<file path="config.mk">
export PLATFORM = sky130hd
export DESIGN_NAME = fdc_seek_seq
export DESIGN_NICKNAME = d
export VERILOG_FILES = /design/src/rtl/fdc_seek_pkg.sv /design/src/rtl/fdc_seek_plan.sv /design/src/rtl/fdc_step_timer.sv /design/src/rtl/fdc_seek_seq.sv
export SDC_FILE = /design/constraint.sdc
export NUM_CORES = 1
export LEC_CHECK = 0
export BUFFER_PORTS_ARGS = -buffer_cell sky130_fd_sc_hd__buf_2
export CORE_MARGIN = 1.5
export CORE_UTILIZATION = 45
export DETAILED_ROUTE_END_ITERATION = 7
export SYNTH_ARGS = -nofsm -noshare
export SYNTH_HDL_FRONTEND = slang
export SYNTH_SLANG_ARGS = --single-unit
</file>
<file path="constraint.sdc">
create_clock -name clk -period 7.5 [get_ports clk]
set_input_delay 0 -clock clk [delete_from_list [all_inputs] [get_ports clk]]
set_output_delay 0 -clock clk [all_outputs]
set_load 0.05 [all_outputs]
</file>
<file path="src/rtl/fdc_seek_pkg.sv">
package fdc_seek_pkg;

  typedef enum logic [1:0] {
    K_SEEK  = 2'd0,
    K_REL   = 2'd1,
    K_RECAL = 2'd2,
    K_BAD   = 2'd3
  } cmd_kind_e;

  typedef enum logic [1:0] {
    TC_NORMAL   = 2'b00,
    TC_ABNORMAL = 2'b01,
    TC_INVALID  = 2'b10,
    TC_POLL     = 2'b11
  } term_e;

  typedef enum logic [1:0] {
    S_IDLE = 2'd0,
    S_PREP = 2'd1,
    S_MOVE = 2'd2
  } seq_state_e;

  // status byte: code, seek end, equipment check, zero, head, drive
  function automatic logic [7:0] pack_st0(input term_e tc, input logic se,
                                          input logic ec, input logic head,
                                          input logic [1:0] drv);
    return {tc, se, ec, 1'b0, head, drv};
  endfunction

endpackage

</file>
<file path="src/rtl/fdc_seek_plan.sv">
module fdc_seek_plan
  import fdc_seek_pkg::*;
#(
  parameter int CYL_W = 8
) (
  input  logic [1:0]       kind,
  input  logic [CYL_W-1:0] arg,
  input  logic             outward,
  input  logic [CYL_W-1:0] cyl,
  output logic             imm,
  output term_e            imm_tc,
  output logic             imm_se,
  output logic             imm_ec,
  output logic             mv_in,
  output logic [CYL_W-1:0] mv_cnt,
  output logic             mv_recal
);

  logic [CYL_W:0] sum_in;

  always_comb begin
    imm      = 1'b0;
    imm_tc   = TC_NORMAL;
    imm_se   = 1'b1;
    imm_ec   = 1'b0;
    mv_in    = 1'b0;
    mv_cnt   = '0;
    mv_recal = 1'b0;
    sum_in   = {1'b0, cyl} + {1'b0, arg};
    case (cmd_kind_e'(kind))
      K_SEEK: begin
        if (arg == cyl) begin
          imm = 1'b1;
        end else begin
          mv_in  = (arg > cyl);
          mv_cnt = (arg > cyl) ? (arg - cyl) : (cyl - arg);
        end
      end
      K_REL: begin
        if (arg == '0) begin
          imm = 1'b1;
        end else if (outward) begin
          if (arg > cyl) begin
            imm    = 1'b1;
            imm_tc = TC_ABNORMAL;
            imm_ec = 1'b1;
          end else begin
            mv_cnt = arg;
          end
        end else begin
          if (sum_in[CYL_W]) begin
            imm    = 1'b1;
            imm_tc = TC_ABNORMAL;
            imm_ec = 1'b1;
          end else begin
            mv_in  = 1'b1;
            mv_cnt = arg;
          end
        end
      end
      K_RECAL: begin
        mv_recal = 1'b1;
      end
      default: begin
        imm    = 1'b1;
        imm_tc = TC_INVALID;
        imm_se = 1'b0;
      end
    endcase
  end

endmodule

</file>
<file path="src/rtl/fdc_step_timer.sv">
module fdc_step_timer #(
  parameter int RATE_W = 8
) (
  input  logic              clk,
  input  logic              rst_n,
  input  logic              restart,
  input  logic              fire,
  input  logic [RATE_W-1:0] rate,
  output logic              due
);

  logic [RATE_W-1:0] cnt_q;

  // clocks to wait after a pulse; the interval never drops below two
  function automatic logic [RATE_W-1:0] reload_of(input logic [RATE_W-1:0] r);
    return (r < RATE_W'(2)) ? RATE_W'(1) : (r - RATE_W'(1));
  endfunction

  always_ff @(posedge clk or negedge rst_n) begin
    if (!rst_n) begin
      cnt_q <= '0;
    end else if (restart) begin
      cnt_q <= '0;
    end else if (fire) begin
      cnt_q <= reload_of(rate);
    end else if (cnt_q != '0) begin
      cnt_q <= cnt_q - RATE_W'(1);
    end
  end

  assign due = (cnt_q == '0);

endmodule

</file>
<file path="src/rtl/fdc_seek_seq.sv">
module fdc_seek_seq
  import fdc_seek_pkg::*;
#(
  parameter int CYL_W        = 8,
  parameter int RATE_W       = 8,
  parameter int RECAL_BUDGET = 80
) (
  input  logic              clk,
  input  logic              rst_n,
  input  logic              cmd_go,
  input  logic [1:0]        cmd_kind,
  input  logic [CYL_W-1:0]  cmd_arg,
  input  logic              cmd_outward,
  input  logic [1:0]        cmd_drive,
  input  logic              cmd_head,
  input  logic [RATE_W-1:0] step_rate,
  input  logic              trk_zero,
  input  logic              sense_go,
  output logic              step_pulse,
  output logic              step_dir,
  output logic              busy,
  output logic              irq,
  output logic [7:0]        st0,
  output logic [CYL_W-1:0]  res_cyl,
  output logic [CYL_W-1:0]  cyl_now
);

  localparam int PC_W = $clog2(RECAL_BUDGET + 1);
  localparam logic [PC_W-1:0] BUDGET_V = PC_W'(RECAL_BUDGET);

  seq_state_e       state_q;
  logic             dir_q, recal_q, head_q, irq_q;
  logic [1:0]       drv_q;
  logic [CYL_W-1:0] remain_q, cyl_q, res_cyl_q;
  logic [PC_W-1:0]  npulse_q;
  logic [7:0]       pend_q, res_q;

  logic             pl_imm, pl_se, pl_ec, pl_in, pl_recal;
  term_e            pl_tc;
  logic [CYL_W-1:0] pl_cnt;

  // named events, shared with the checker
  logic accept, in_move, due, budget_spent;
  logic step_fire, recal_hit, recal_out, seek_last;
  logic done_evt, fault_evt, recal_ok_evt, seek_mode;
  logic [7:0] done_word;

  fdc_seek_plan #(.CYL_W(CYL_W)) u_plan (
    .kind     (cmd_kind),
    .arg      (cmd_arg),
    .outward  (cmd_outward),
    .cyl      (cyl_q),
    .imm      (pl_imm),
    .imm_tc   (pl_tc),
    .imm_se   (pl_se),
    .imm_ec   (pl_ec),
    .mv_in    (pl_in),
    .mv_cnt   (pl_cnt),
    .mv_recal (pl_recal)
  );

  fdc_step_timer #(.RATE_W(RATE_W)) u_timer (
    .clk     (clk),
    .rst_n   (rst_n),
    .restart (state_q == S_PREP),
    .fire    (step_fire),
    .rate    (step_rate),
    .due     (due)
  );

  assign accept       = cmd_go && (state_q == S_IDLE);
  assign in_move      = (state_q == S_MOVE);
  assign budget_spent = (npulse_q == BUDGET_V);
  assign recal_hit    = in_move && due && recal_q && trk_zero;
  assign recal_out    = in_move && due && recal_q && !trk_zero && budget_spent;
  assign step_fire    = in_move && due && !(recal_q && (trk_zero || budget_spent));
  assign seek_last    = step_fire && !recal_q && (remain_q == CYL_W'(1));
  assign done_evt     = (accept && pl_imm) || recal_hit || recal_out || seek_last;
  assign fault_evt    = recal_out || (accept && pl_imm && pl_ec);
  assign recal_ok_evt = recal_hit;
  assign seek_mode    = !recal_q;

  always_comb begin
    done_word = pack_st0(TC_NORMAL, 1'b1, 1'b0, head_q, drv_q);
    if (accept) begin
      done_word = pack_st0(pl_tc, pl_se, pl_ec, cmd_head, cmd_drive);
    end else if (recal_out) begin
      done_word = pack_st0(TC_ABNORMAL, 1'b1, 1'b1, head_q, drv_q);
    end
  end

  always_ff @(posedge clk or negedge rst_n) begin
    if (!rst_n) begin
      state_q   <= S_IDLE;
      dir_q     <= 1'b0;
      recal_q   <= 1'b0;
      head_q    <= 1'b0;
      drv_q     <= 2'b00;
      irq_q     <= 1'b0;
      remain_q  <= '0;
      cyl_q     <= '0;
      res_cyl_q <= '0;
      npulse_q  <= '0;
      pend_q    <= '0;
      res_q     <= '0;
    end else begin
      if (sense_go && irq_q) begin
        res_q     <= pend_q;
        res_cyl_q <= cyl_q;
        irq_q     <= 1'b0;
      end
      if (done_evt) begin
        pend_q <= done_word;
        irq_q  <= 1'b1;
      end
      case (state_q)
        S_IDLE: begin
          if (accept) begin
            drv_q  <= cmd_drive;
            head_q <= cmd_head;
            if (!pl_imm) begin
              state_q  <= S_PREP;
              dir_q    <= pl_in;
              remain_q <= pl_cnt;
              recal_q  <= pl_recal;
              npulse_q <= '0;
            end
          end
        end
        S_PREP: state_q <= S_MOVE;
        S_MOVE: begin
          if (step_fire) begin
            if (recal_q) begin
              npulse_q <= npulse_q + PC_W'(1);
            end else begin
              remain_q <= remain_q - CYL_W'(1);
              cyl_q    <= dir_q ? (cyl_q + CYL_W'(1)) : (cyl_q - CYL_W'(1));
            end
          end
          if (recal_hit) cyl_q <= '0;
          if (recal_hit || recal_out || seek_last) state_q <= S_IDLE;
        end
        default: state_q <= S_IDLE;
      endcase
    end
  end

  assign step_pulse = step_fire;
  assign step_dir   = dir_q;
  assign busy       = (state_q != S_IDLE);
  assign irq        = irq_q;
  assign st0        = res_q;
  assign res_cyl    = res_cyl_q;
  assign cyl_now    = cyl_q;

endmodule

</file>
==> impl_metrics.csv, run 1 <==
group,metric,value,unit
logic_synthesis,ys_warn_count,0,
layout,num-fill-cells,871,
logic_synthesis,yosys_register_bits,61,
pwr,power_density,447,nW/um^2
clock_network,cts_tree,"built",
global_route,overflow,0,
critical_path,path_class,"reg2reg",
logic_synthesis,yosys.area_share.simple,17.0,%
layout,drive_gt1_share,19.9,%
clock_network,clk_pin_slew,0.08,ns
pwr,p_leak,2.33,nW
critical_path,reg2regPathDepth,10,
sta,timing.final.crit_period,3.20,ns
critical_path,critPathLaunchType,"flip-flop",
critical_path,critPathSlowestCell,"dlygate4sd3_1",
routing,wire_per_inst,16.5,um
clock_network,h-tree-depth,3,
critical_path,crit_arrival,3.42,ns
logic_synthesis,syn_area_per_cell,9.25,sq um
placement,port_buffers,53,
sta,rsz0062_at_grt,"false",
layout,area_delta_synth_final,14.5,%
sta,worst_pin_slew,0.876,ns
clock_network,cts_setup_buffers,0,
job,cap_violations,0,
layout,multiInputGateArea,2520,sq um
layout,seqCellArea,1530,sq um
routing,vias,3543,
floorplanning,dieArea,10100,sq um
clock_network,cts_root_buf,"clkbuf_8",
logic_synthesis,ys.flop_type,"dfrtp_1",
layout,antenna_cells,0,
sta,fin_crit_sh,42.7,%
routing,remaining_drc_errors,0,
sta,max-slew-margin-rel,41.2,%
floorplanning,die_x,101,um
routing,drt_iter0_drc,185,
worst_hold_path,hold_depth,3,
floorplanning,rows,35,
logic_synthesis,synth_fa_ha_area_share,11.6,%
logic_synthesis,yosys.area_share.xor_xnor,4.70,%
sta,whs,0.0542,ns
logic_synthesis,synthCells,463,
critical_path,crit_required,7.72,ns
logic_synthesis,synthMuxAreaShare,4.12,%
floorplanning,io_pins,55,
logic_synthesis,async_flop_share,100,%
critical_path,cp_num_buf_inv,2,
logic_synthesis,synth_top_family_by_area,"compound AO/OA/AOI/OAI gates",
global_route,grt_usage,23.1,%
critical_path,worst-path-max-fanout,12,
clock_network,numCtsBuffers,9,
routing,ant_nets,0,
logic_synthesis,synth_enable_flop_cells,0,
critical_path,timing.rr.end,"recal_q$_DFFE_PN0P_",
worst_hold_path,min_to,"u_timer.cnt_q[7]$_DFFE_PN0P_",
routing,wl,10800,um
pwr,ir_drop,0.258,mV
clock_network,insertion_delay,0.34,ns
global_route,grt_pass1_wl,18200,um
worst_hold_path,hold_path.class,"in2reg",
global_route,grt_pass1_vias,3535,
sta,setup_viol,0,
layout,layout.nets,588,
critical_path,reg2reg_from,"cyl_now[0]$_DFFE_PN0P_",
logic_synthesis,synth_compound_area_share,21.3,%
floorplanning,start_util,46.4,%
sta,skew,0.00773,ns
routing,routed_via_density,5.39,
placement,gp_congestion,0.871,
sta,final_max_slew_viol_count,0,
logic_synthesis,synth_nets,528,
critical_path,cp_top_family,"compound AO/OA/AOI/OAI gates",
floorplanning,fp.dieH,101,um
routing,drt_pass1_iterations,4,
clock_network,clock-sinks,61,
sta,finalHoldViolations,0,
global_route,grt_max_degree,62,
outcome,status,"finished clean",
critical_path,rrSetupSlack,4.30,ns
placement,hpwl,8230,um
logic_synthesis,seq_area_frac_synth,35.6,%
critical_path,path_cells,"ha_1 > inv_1 > fa_1 > a21oi_2 > o2bb2ai_2 > o31ai_4 > and3_4 > o21a_4 > o22ai_1 > dlygate4sd3_1",
logic_synthesis,synthesis.area,4280,sq um
global_route,antenna_found_initial,0,
sta,fmax,0.312,GHz
clock_network,cts_max_path_buffers,2,
logic_synthesis,ys_types,67,
critical_path,max_stage_delay,0.55,ns
worst_hold_path,hold_start,"step_rate[7]",
sta,fin_tns_setup,0,ns
floorplanning,core-area,9240,sq um
critical_path,end_kind,"flip-flop",
==> synthesized netlist by cell type (3+ instances only) <==
master	instances	area [sq um]
dfrtp_1	61	1530
inv_1	40	150
nand2_1	39	146
ha_1	35	438
o21ai_0	34	170
a21oi_1	32	160
nor2_1	30	113
nor3_1	20	100
a21o_1	14	105
mux2_2	13	146
nand3_1	12	60.1
xnor2_1	12	105
xor2_1	11	96.3
clkbuf_1	7	26.3
o31ai_1	7	52.6
a221oi_1	6	52.6
nand4_1	6	37.5
nand2b_1	5	31.3
a22oi_1	4	30.0
nor2b_1	4	25.0
or3_1	4	25.0
buf_6	3	33.8
fa_1	3	60.1
mux2i_1	3	30.0
nor4_1	3	18.8
o21a_1	3	22.5
o41ai_1	3	26.3
==> metrics by stage <==
step	util, %	setup slack (ns)	instance area (sq um)	instances	total power, mW
after floorplan	-	4.39	4280	463	1.62
after global placement	50.2	4.49	4640	632	1.90
after detailed placement	50.2	4.42	4640	632	1.91
after CTS	53.1	4.30	4900	657	2.19
after global routing	53.1	4.09	4900	657	2.37
final	53.1	4.30	4900	657	2.19
==> report_power, final <==
| part | internal (mW) | total, mW | switching [mW] |
|---|---|---|---|
| Combinational | 0.478 | 1.32 | 0.840 |
| Sequential | 0.467 | 0.606 | 0.139 |
| Clock | 0.121 | 0.265 | 0.145 |
| Total | 1.07 | 2.19 | 1.12 |
==> sequential cells by signal, summed over array words and instances, names as in the netlist <==
signal         count
cyl_now            8
remain_q           8
res_cyl            8
u_timer.cnt_q      8
npulse_q           7
pend_q             7
st0                7
drv_q              2
state_q            2
head_q             1
irq                1
recal_q            1
step_dir           1
==> what timing repair did <==
| item | CTS | global route |
|---|---|---|
| resized for setup | 0 | 0 |
| hold buffers | 9 | 0 |
| hold endpoints to repair | 68 | 0 |
==> worst max-delay path by stage <==
stage	start	end	slack [ns]	cells past startpoint
floorplan	cyl_now[0]$_DFFE_PN0P_	pend_q[0]$_DFFE_PN0P_	4.39	10
global placement	cyl_now[0]$_DFFE_PN0P_	remain_q[0]$_DFFE_PN0P_	4.49	11
detailed placement	cyl_now[0]$_DFFE_PN0P_	pend_q[1]$_DFFE_PN0P_	4.42	10
CTS	cyl_now[0]$_DFFE_PN0P_	recal_q$_DFFE_PN0P_	4.30	10
global route	cyl_now[0]$_DFFE_PN0P_	recal_q$_DFFE_PN0P_	4.09	10
finish	cyl_now[0]$_DFFE_PN0P_	recal_q$_DFFE_PN0P_	4.30	10
==> cell families after synthesis <==
kind of cell | count (synthesis)
adders and majority gates | 38
xor gates and xnor gates | 23
muxes | 16
other | 1
DFF | 61
buffers and inverters | 55
and+or+nand+nor | 140
AOI/OAI and AO/OA | 129
==> final cells by class <==
class | count | area share, %
tap | 129 | 3.29
clock buffer | 9 | 2.53
sequential | 61 | 31.1
timing repair buffer | 64 | 7.55
clock inverter | 7 | 1.07
multi-input combinational | 347 | 51.4
inverter | 40 | 3.06
==> per-layer routing <==
layer / share of wire [%] / wire length (um) / global-route usage, % / vias up
met3: 3.8 / 409 / 4.72 / 10
li1: - / - / - / 1761
met2: 45 / 4890 / 36.1 / 74
met5: 0 / 0 / 0 / -
met1: 49 / 5330 / 32.3 / 1698
met4: 1.6 / 174 / 7.37 / 0
==> worst min-delay path: stages <==
cell	delay, ns
buf_2	0.10
a21oi_1	0.17
a211oi_1	0.07
==> cell usage in the layout (no fill, tap or decap), drive strengths merged, types with 13 or more instances in the layout <==
cell type and n:
dfrtp 61, buf 55, inv 40, nand2 40, ha 35, o21ai 34, a21oi 34, nor2 31
nor3 23, a21o 15, mux2 13
Note: power is estimated with default switching activity, not from simulation.
==> inputs of run 2 (changes only) <==
--- a/config.mk
+++ b/config.mk
@@ -5,6 +5,7 @@
 export SDC_FILE = /design/constraint.sdc
 export NUM_CORES = 1
 export LEC_CHECK = 0
+export ABC_AREA = 1
 export BUFFER_PORTS_ARGS = -buffer_cell sky130_fd_sc_hd__buf_2
 export CORE_MARGIN = 1.5
 export CORE_UTILIZATION = 45
==> constraint.sdc (replaced) <==
create_clock -name clk -period 3.2 [get_ports clk]
set_input_delay 0 -clock clk [delete_from_list [all_inputs] [get_ports clk]]
set_output_delay 0 -clock clk [all_outputs]
set_load 0.05 [all_outputs]
==> run 2 against run 1 <==
Compared with the run above:
- combinational power rose to 2.6 times the previous value
- register-to-register slack got worse by 3.8 ns
- sequential power rose by 130%
- utilization rose by 0.081 points
- setup slack got worse by 3.8 ns
- power rose to 2.6 times the previous value
- hold slack got worse by 0.0038 ns
- area after synthesis rose by 7.0%
- flip-flop and latch count did not move
- clock power rose to 2.7 times the previous value
- critical path type unchanged
==> impl_metrics.csv, run 2 <==
group,metric,value,unit
placement,gp_congestion,0.944,
logic_synthesis,synth_nets,696,
critical_path,timing.rr.end,"remain_q[6]$_DFFE_PN0P_",
floorplanning,start_util,46.6,%
pwr,finalPower,5.59,mW
logic_synthesis,syn_area_per_cell,7.26,sq um
global_route,grt_pass1_wl,20600,um
sta,worst_pin_slew,0.868,ns
sta,fin_tns_setup,0,ns
routing,vias,4192,
routing,drt_iter0_drc,272,
global_route,busiest_layer,"met2",
placement,port_buffers,53,
global_route,grtUsageMet1,34.2,%
clock_network,cts_setup_buffers,0,
logic_synthesis,ys_types,43,
sta,rsz0062_at_grt,"false",
critical_path,rrSetupSlack,0.49,ns
logic_synthesis,synth.area.top_cells,"dfrtp_1 (33%), nand2_1 (14%), ha_1 (9.6%)",
pwr,netSwitchingPower,3.02,mW
sta,timing.final.crit_period,2.71,ns
layout,final_cell_mix,"nand2_1 (167), inv_1 (94), dfrtp_1 (61), buf_2 (53), nor2_1 (51)",
logic_synthesis,ys_warn_count,0,
global_route,grt_usage,23.9,%
critical_path,crit_arrival,2.95,ns
layout,drive_gt1_share,15.1,%
routing,routed_via_density,5.06,
layout,area_delta_synth_final,13.9,%
floorplanning,dieArea,10800,sq um
critical_path,reg2regPathDepth,10,
logic_synthesis,seq_area_frac_synth,33.3,%
logic_synthesis,yosysMostFrequentCell,"nand2_1",
worst_hold_path,hold_path.class,"in2reg",
logic_synthesis,synth_top_area_cell,"dfrtp_1",
critical_path,end_kind,"flip-flop",
logic_synthesis,yosys_register_bits,61,
routing,wl,12100,um
sta,fin_crit_sh,84.7,%
floorplanning,rows,36,
routing,remaining_drc_errors,0,
logic_synthesis,async_flop_share,100,%
pwr,comb_power_share,61.9,%
critical_path,reg2reg_from,"cyl_now[5]$_DFFE_PN0P_",
outcome,status,"finished clean",
global_route,overflow,0,
clock_network,clk_pin_slew,0.07,ns
logic_synthesis,netlist.area_leader.share,33.3,%
worst_hold_path,hold_depth,4,
placement,numPlacedInstances,804,
pwr,clkPwrFrac,12.8,%
clock_network,clock-sinks,61,
clock_network,h-tree-depth,3,
sta,finalHoldViolations,0,
logic_synthesis,synth_enable_flop_cells,0,
floorplanning,core-area,9820,sq um
sta,setup_viol,0,
global_route,use_met2,36.7,%
pwr,p_leak,2.76,nW
clock_network,cts_tree,"built",
sta,skew,0.00893,ns
sta,max-slew-margin-rel,42.0,%
sta,final_max_slew_viol_count,0,
layout,antenna_cells,0,
clock_network,numCtsBuffers,9,
clock_network,cts_root_buf,"clkbuf_8",
logic_synthesis,synthCells,631,
clock_network,cts_hold_buf,8,
sta,fmax,0.369,GHz
clock_network,ctsResizeCount,0,
layout,layout.nets,755,
clock_network,cts_max_path_buffers,2,
clock_network,insertion_delay,0.35,ns
layout,final_common_cell,"nand2_1",
job,cap_violations,0,
pwr,p_sw_share,53.9,%
logic_synthesis,synthesis.area,4580,sq um
critical_path,cp-endpoint,"remain_q[6]$_DFFE_PN0P_",
floorplanning,fp.dieH,104,um
routing,drt_pass1_iterations,5,
global_route,antenna_found_initial,0,
critical_path,critPathLaunchType,"flip-flop",
placement,dpl_cell_area,4940,sq um
layout,final_area,5220,sq um
critical_path,path_class,"reg2reg",
pwr,p_int,2.58,mW
pwr,power_density,1070,nW/um^2
placement,hpwl,9420,um
critical_path,crit_required,3.45,ns
critical_path,worst-path-max-fanout,12,
global_route,grt_pass1_vias,4041,
layout,stdcell_count,828,
global_route,use_met3,4.20,%
floorplanning,io_pins,55,
routing,ant_nets,0,
floorplanning,die_x,104,um
logic_synthesis,ys.flop_type,"dfrtp_1",
logic_synthesis,synth_common_cells,"nand2_1 (167), inv_1 (94), dfrtp_1 (61), nor2_1 (51), o21ai_0 (43)",
pwr,seq_power_share,25.3,%
global_route,grt_max_degree,62,
worst_hold_path,hold_start,"step_rate[4]",
routing,wire_per_inst,14.6,um
pwr,ir_drop,0.632,mV
critical_path,cp-startpoint,"cyl_now[5]$_DFFE_PN0P_",
==> run 2: cell types whose count changed after synthesis, moves of 13 or more <==
cell | previous run | this run
nand2_1 | 39 | 167
inv_1 | 40 | 94
a21oi_1 | 32 | 19
nor2_1 | 30 | 51
nand4_1 | 6 | 19
nand3_1 | 12 | 29
==> run 2: area by class of cell <==
class,count,area [sq um]
inverters,96,360
clock inverters,6,62.6
fillers,994,4600
clock buffers,10,138
flip-flops and latches,61,1530
repair buffers,63,360
multi-input cells,459,2600
well taps,133,166
==> run 2: through the flow <==
stage | util (%) | hold slack [ns] | worst slack [ns]
final | 53.1 | 0.0504 | 0.491
after global routing | 53.1 | 0.101 | 0.275
after CTS | 53.1 | 0.0405 | 0.515
after detailed placement | 50.3 | 0.214 | 0.539
after global placement | 50.3 | 0.216 | 0.625
after floorplan | - | -0.296 | 0.633
==> run 2: how the worst min path moves through the flow <==
stage / end / slack (ns)
4_1_cts: u_timer.cnt_q[4]$_DFFE_PN0P_ / 0.04
3_3_place_gp: remain_q[2]$_DFFE_PN0P_ / 0.22
2_1_floorplan: cyl_now[0]$_DFFE_PN0P_ / -0.30
6_report: u_timer.cnt_q[4]$_DFFE_PN0P_ / 0.05
3_5_place_dp: remain_q[2]$_DFFE_PN0P_ / 0.21
5_1_grt: u_timer.cnt_q[3]$_DFFE_PN0P_ / 0.10
==> run 2: power by group through the flow <==
stage / logic (mW) / clock network (mW) / registers [mW]
detailed placement: 3.43 / 0 / 1.43
global placement: 3.43 / 0 / 1.41
floorplan: 2.14 / 0 / 1.88
global route: 3.87 / 0.763 / 1.47
CTS: 3.46 / 0.729 / 1.42
finish: 3.46 / 0.714 / 1.42
==> run 2: worst max-delay path, stage by stage, from the launching register on <==
cell	delay, ns
dfrtp_1	0.44
ha_1	0.45
nand2_1	0.14
nor2_2	0.14
nand4_2	0.34
o21ai_1	0.41
nand3_4	0.13
nand2_2	0.22
inv_1	0.15
nor2_1	0.14
a21oi_2	0.04
==> run 2: kinds of logic after synthesis <==
logic type / after synthesis / share of synthesized area, %
xor+xnor: 16 / 3.06
buf+inv: 111 / 9.83
flops: 61 / 33.3
simple gates: 303 / 30.0
mux: 1 / 0.246
compound gates: 100 / 12.6
fa+ha+maj: 38 / 10.9
other cells: 1 / 0.0819
==> run 2: per-layer routing <==
layer / up-vias / wire length [um]
met4: 0 / 238
li1: 2140 / -
met2: 97 / 5530
met1: 1938 / 5810
met3: 17 / 548
met5: - / 0
==> inputs of run 3 (changes only) <==
--- a/config.mk
+++ b/config.mk
@@ -10,6 +10,7 @@
 export CORE_MARGIN = 1.5
 export CORE_UTILIZATION = 45
 export DETAILED_ROUTE_END_ITERATION = 7
+export PLACE_DENSITY = 0.67
 export SYNTH_ARGS = -nofsm -noshare
 export SYNTH_HDL_FRONTEND = slang
 export SYNTH_SLANG_ARGS = --single-unit
==> constraint.sdc (replaced) <==
create_clock -name clk -period 2.29 [get_ports clk]
set_input_delay 0 -clock clk [delete_from_list [all_inputs] [get_ports clk]]
set_output_delay 0 -clock clk [all_outputs]
set_load 0.05 [all_outputs]
==> run 3 against run 2 <==
Compared with the run above:
- register-to-register slack lost 0.40 ns
- critical endpoint is now remain_q[5]$_DFFE_PN0P_
- critical path depth increased by 5
- global-route usage rose by 0.48 points
==> impl_metrics.csv, run 3 (synthesized netlist as in run 2, its figures left out) <==
group,metric,value,unit
outcome,status,"finished clean",
routing,vias,4482,
global_route,grt_usage,24.4,%
layout,final_common_cell,"nand2_1",
global_route,antenna_found_initial,0,
floorplanning,fp.dieH,104,um
placement,numPlacedInstances,827,
sta,worst_pin_slew,0.549,ns
routing,wire_per_inst,14.7,um
worst_hold_path,hold_path.class,"in2reg",
routing,routed_via_density,5.25,
pwr,finalPower,8.27,mW
layout,postLayoutCoreUtil,56.8,%
worst_hold_path,hold_depth,3,
routing,remaining_drc_errors,0,
placement,port_buffers,53,
sta,fin_crit_sh,96.1,%
floorplanning,rows,36,
clock_network,cts_max_path_buffers,2,
layout,area_delta_synth_final,21.7,%
sta,worst_slack,0.0903,ns
sta,skew,0.0183,ns
sta,fin_tns_setup,0,ns
job,cap_violations,0,
global_route,overflow,0,
placement,gp_congestion,0.958,
layout,layout.nets,781,
clock_network,cts_root_buf,"clkbuf_8",
sta,fmax,0.455,GHz
clock_network,cts_tree,"built",
floorplanning,core-area,9820,sq um
pwr,power_density,1480,nW/um^2
sta,max-slew-margin-rel,63.3,%
critical_path,path_class,"reg2reg",
critical_path,worst-path-max-fanout,9,
floorplanning,io_pins,55,
clock_network,clk_pin_slew,0.09,ns
critical_path,reg2regPathDepth,15,
floorplanning,dieArea,10800,sq um
layout,final_cell_mix,"nand2_1 (163), inv_1 (91), dfrtp_1 (55), buf_2 (52), nor2_1 (48)",
pwr,p_leak,2.90,nW
layout,stdcell_count,854,
routing,drt_pass1_iterations,5,
routing,wl,12500,um
floorplanning,die_x,104,um
global_route,grt_pass1_wl,21000,um
routing,drt_iter0_drc,229,
sta,setup_viol,0,
sta,finalHoldViolations,0,
critical_path,end_kind,"flip-flop",
pwr,ir_drop,1.26,mV
routing,ant_nets,0,
critical_path,crit_arrival,2.49,ns
layout,num-fill-cells,952,
layout,antenna_cells,0,
sta,timing.final.crit_period,2.20,ns
sta,final_max_slew_viol_count,0,
placement,hpwl,9760,um
critical_path,crit_required,2.58,ns
clock_network,insertion_delay,0.37,ns
clock_network,clock-sinks,61,
clock_network,numCtsBuffers,9,
layout,drive_gt1_share,22.6,%
global_route,grt_pass1_vias,4439,
placement,dp_slack,-0.00590,ns
clock_network,h-tree-depth,3,
global_route,grt_max_degree,44,
floorplanning,start_util,46.6,%
critical_path,critPathLaunchType,"flip-flop",
-- run 3: final timing paths --
kind / from / endpoint / slack [ns]
setup / recovery: cyl_now[0]$_DFFE_PN0P_ / remain_q[5]$_DFFE_PN0P_ / 0.09
hold / removal: cmd_kind[0] / pend_q[7]$_DFFE_PN0P_ / 0.04
setup reg to reg: cyl_now[0]$_DFFE_PN0P_ / remain_q[5]$_DFFE_PN0P_ / 0.09
hold reg to reg: st0[4]$_DFFE_PN0P_ / st0[4]$_DFFE_PN0P_ / 0.48
max in group asynchronous: rst_n / cyl_now[7]$_DFFE_PN0P_ / 1.54
min in group asynchronous: rst_n / cyl_now[0]$_DFFE_PN0P_ / 0.13
-- run 3: per-layer routing --
layer	vias up	GRT usage [%]	wire length (um)
met5	-	0	0
met1	2125	30.2	5490
met2	126	39.6	6030
met3	29	6.08	570
met4	0	11.7	450
li1	2202	-	-
-- run 3: layout make-up --
cell class	instances	area [sq um]	area share (%)
timing repair buffer	89	587	10.5
tap	133	166	2.98
clock buffer	9	124	2.22
multi-input combinational	459	2750	49.3
sequential	61	1540	27.6
inverter	96	363	6.51
clock inverter	7	52.6	0.942
-- run 3: report_power, final --
group / total, mW / switching (mW) / internal [mW]
registers: 1.99 / 0.405 / 1.59
logic: 5.41 / 3.52 / 1.89
clock network: 0.870 / 0.476 / 0.395
total: 8.27 / 4.40 / 3.87
-- run 3: worst max-delay path: stages (launching register included) --
cell and delay [ns]:
dfrtp_4 0.46, ha_4 0.13, inv_2 0.05, fa_2 0.37
nand3_2 0.08, nand3_2 0.09, nand2_2 0.09, nand2_4 0.06
buf_6 0.14, nand2_8 0.09, inv_1 0.08, nand2_1 0.06
nand4_1 0.10, nand2_1 0.12, nand2_1 0.07, a21oi_2 0.14
-- run 3: per-stage QoR --
stage / hold slack, ns / area, sq um
4_1_cts: 0.0222 / 5430
5_1_grt: 0.0254 / 5580
2_1_floorplan: -0.296 / 4610
3_3_place_gp: -0.00579 / 5160
3_5_place_dp: -0.00169 / 5160
6_report: 0.0357 / 5580
-- run 3: repair_timing --
action,in CTS,in global routing
cloned,0,0
endpoints found under the setup margin,7,25
hold buffers,8,0
pin swaps,0,3
gates resized for setup,3,31
buffers inserted,0,3
endpoints found under the hold margin,26,0
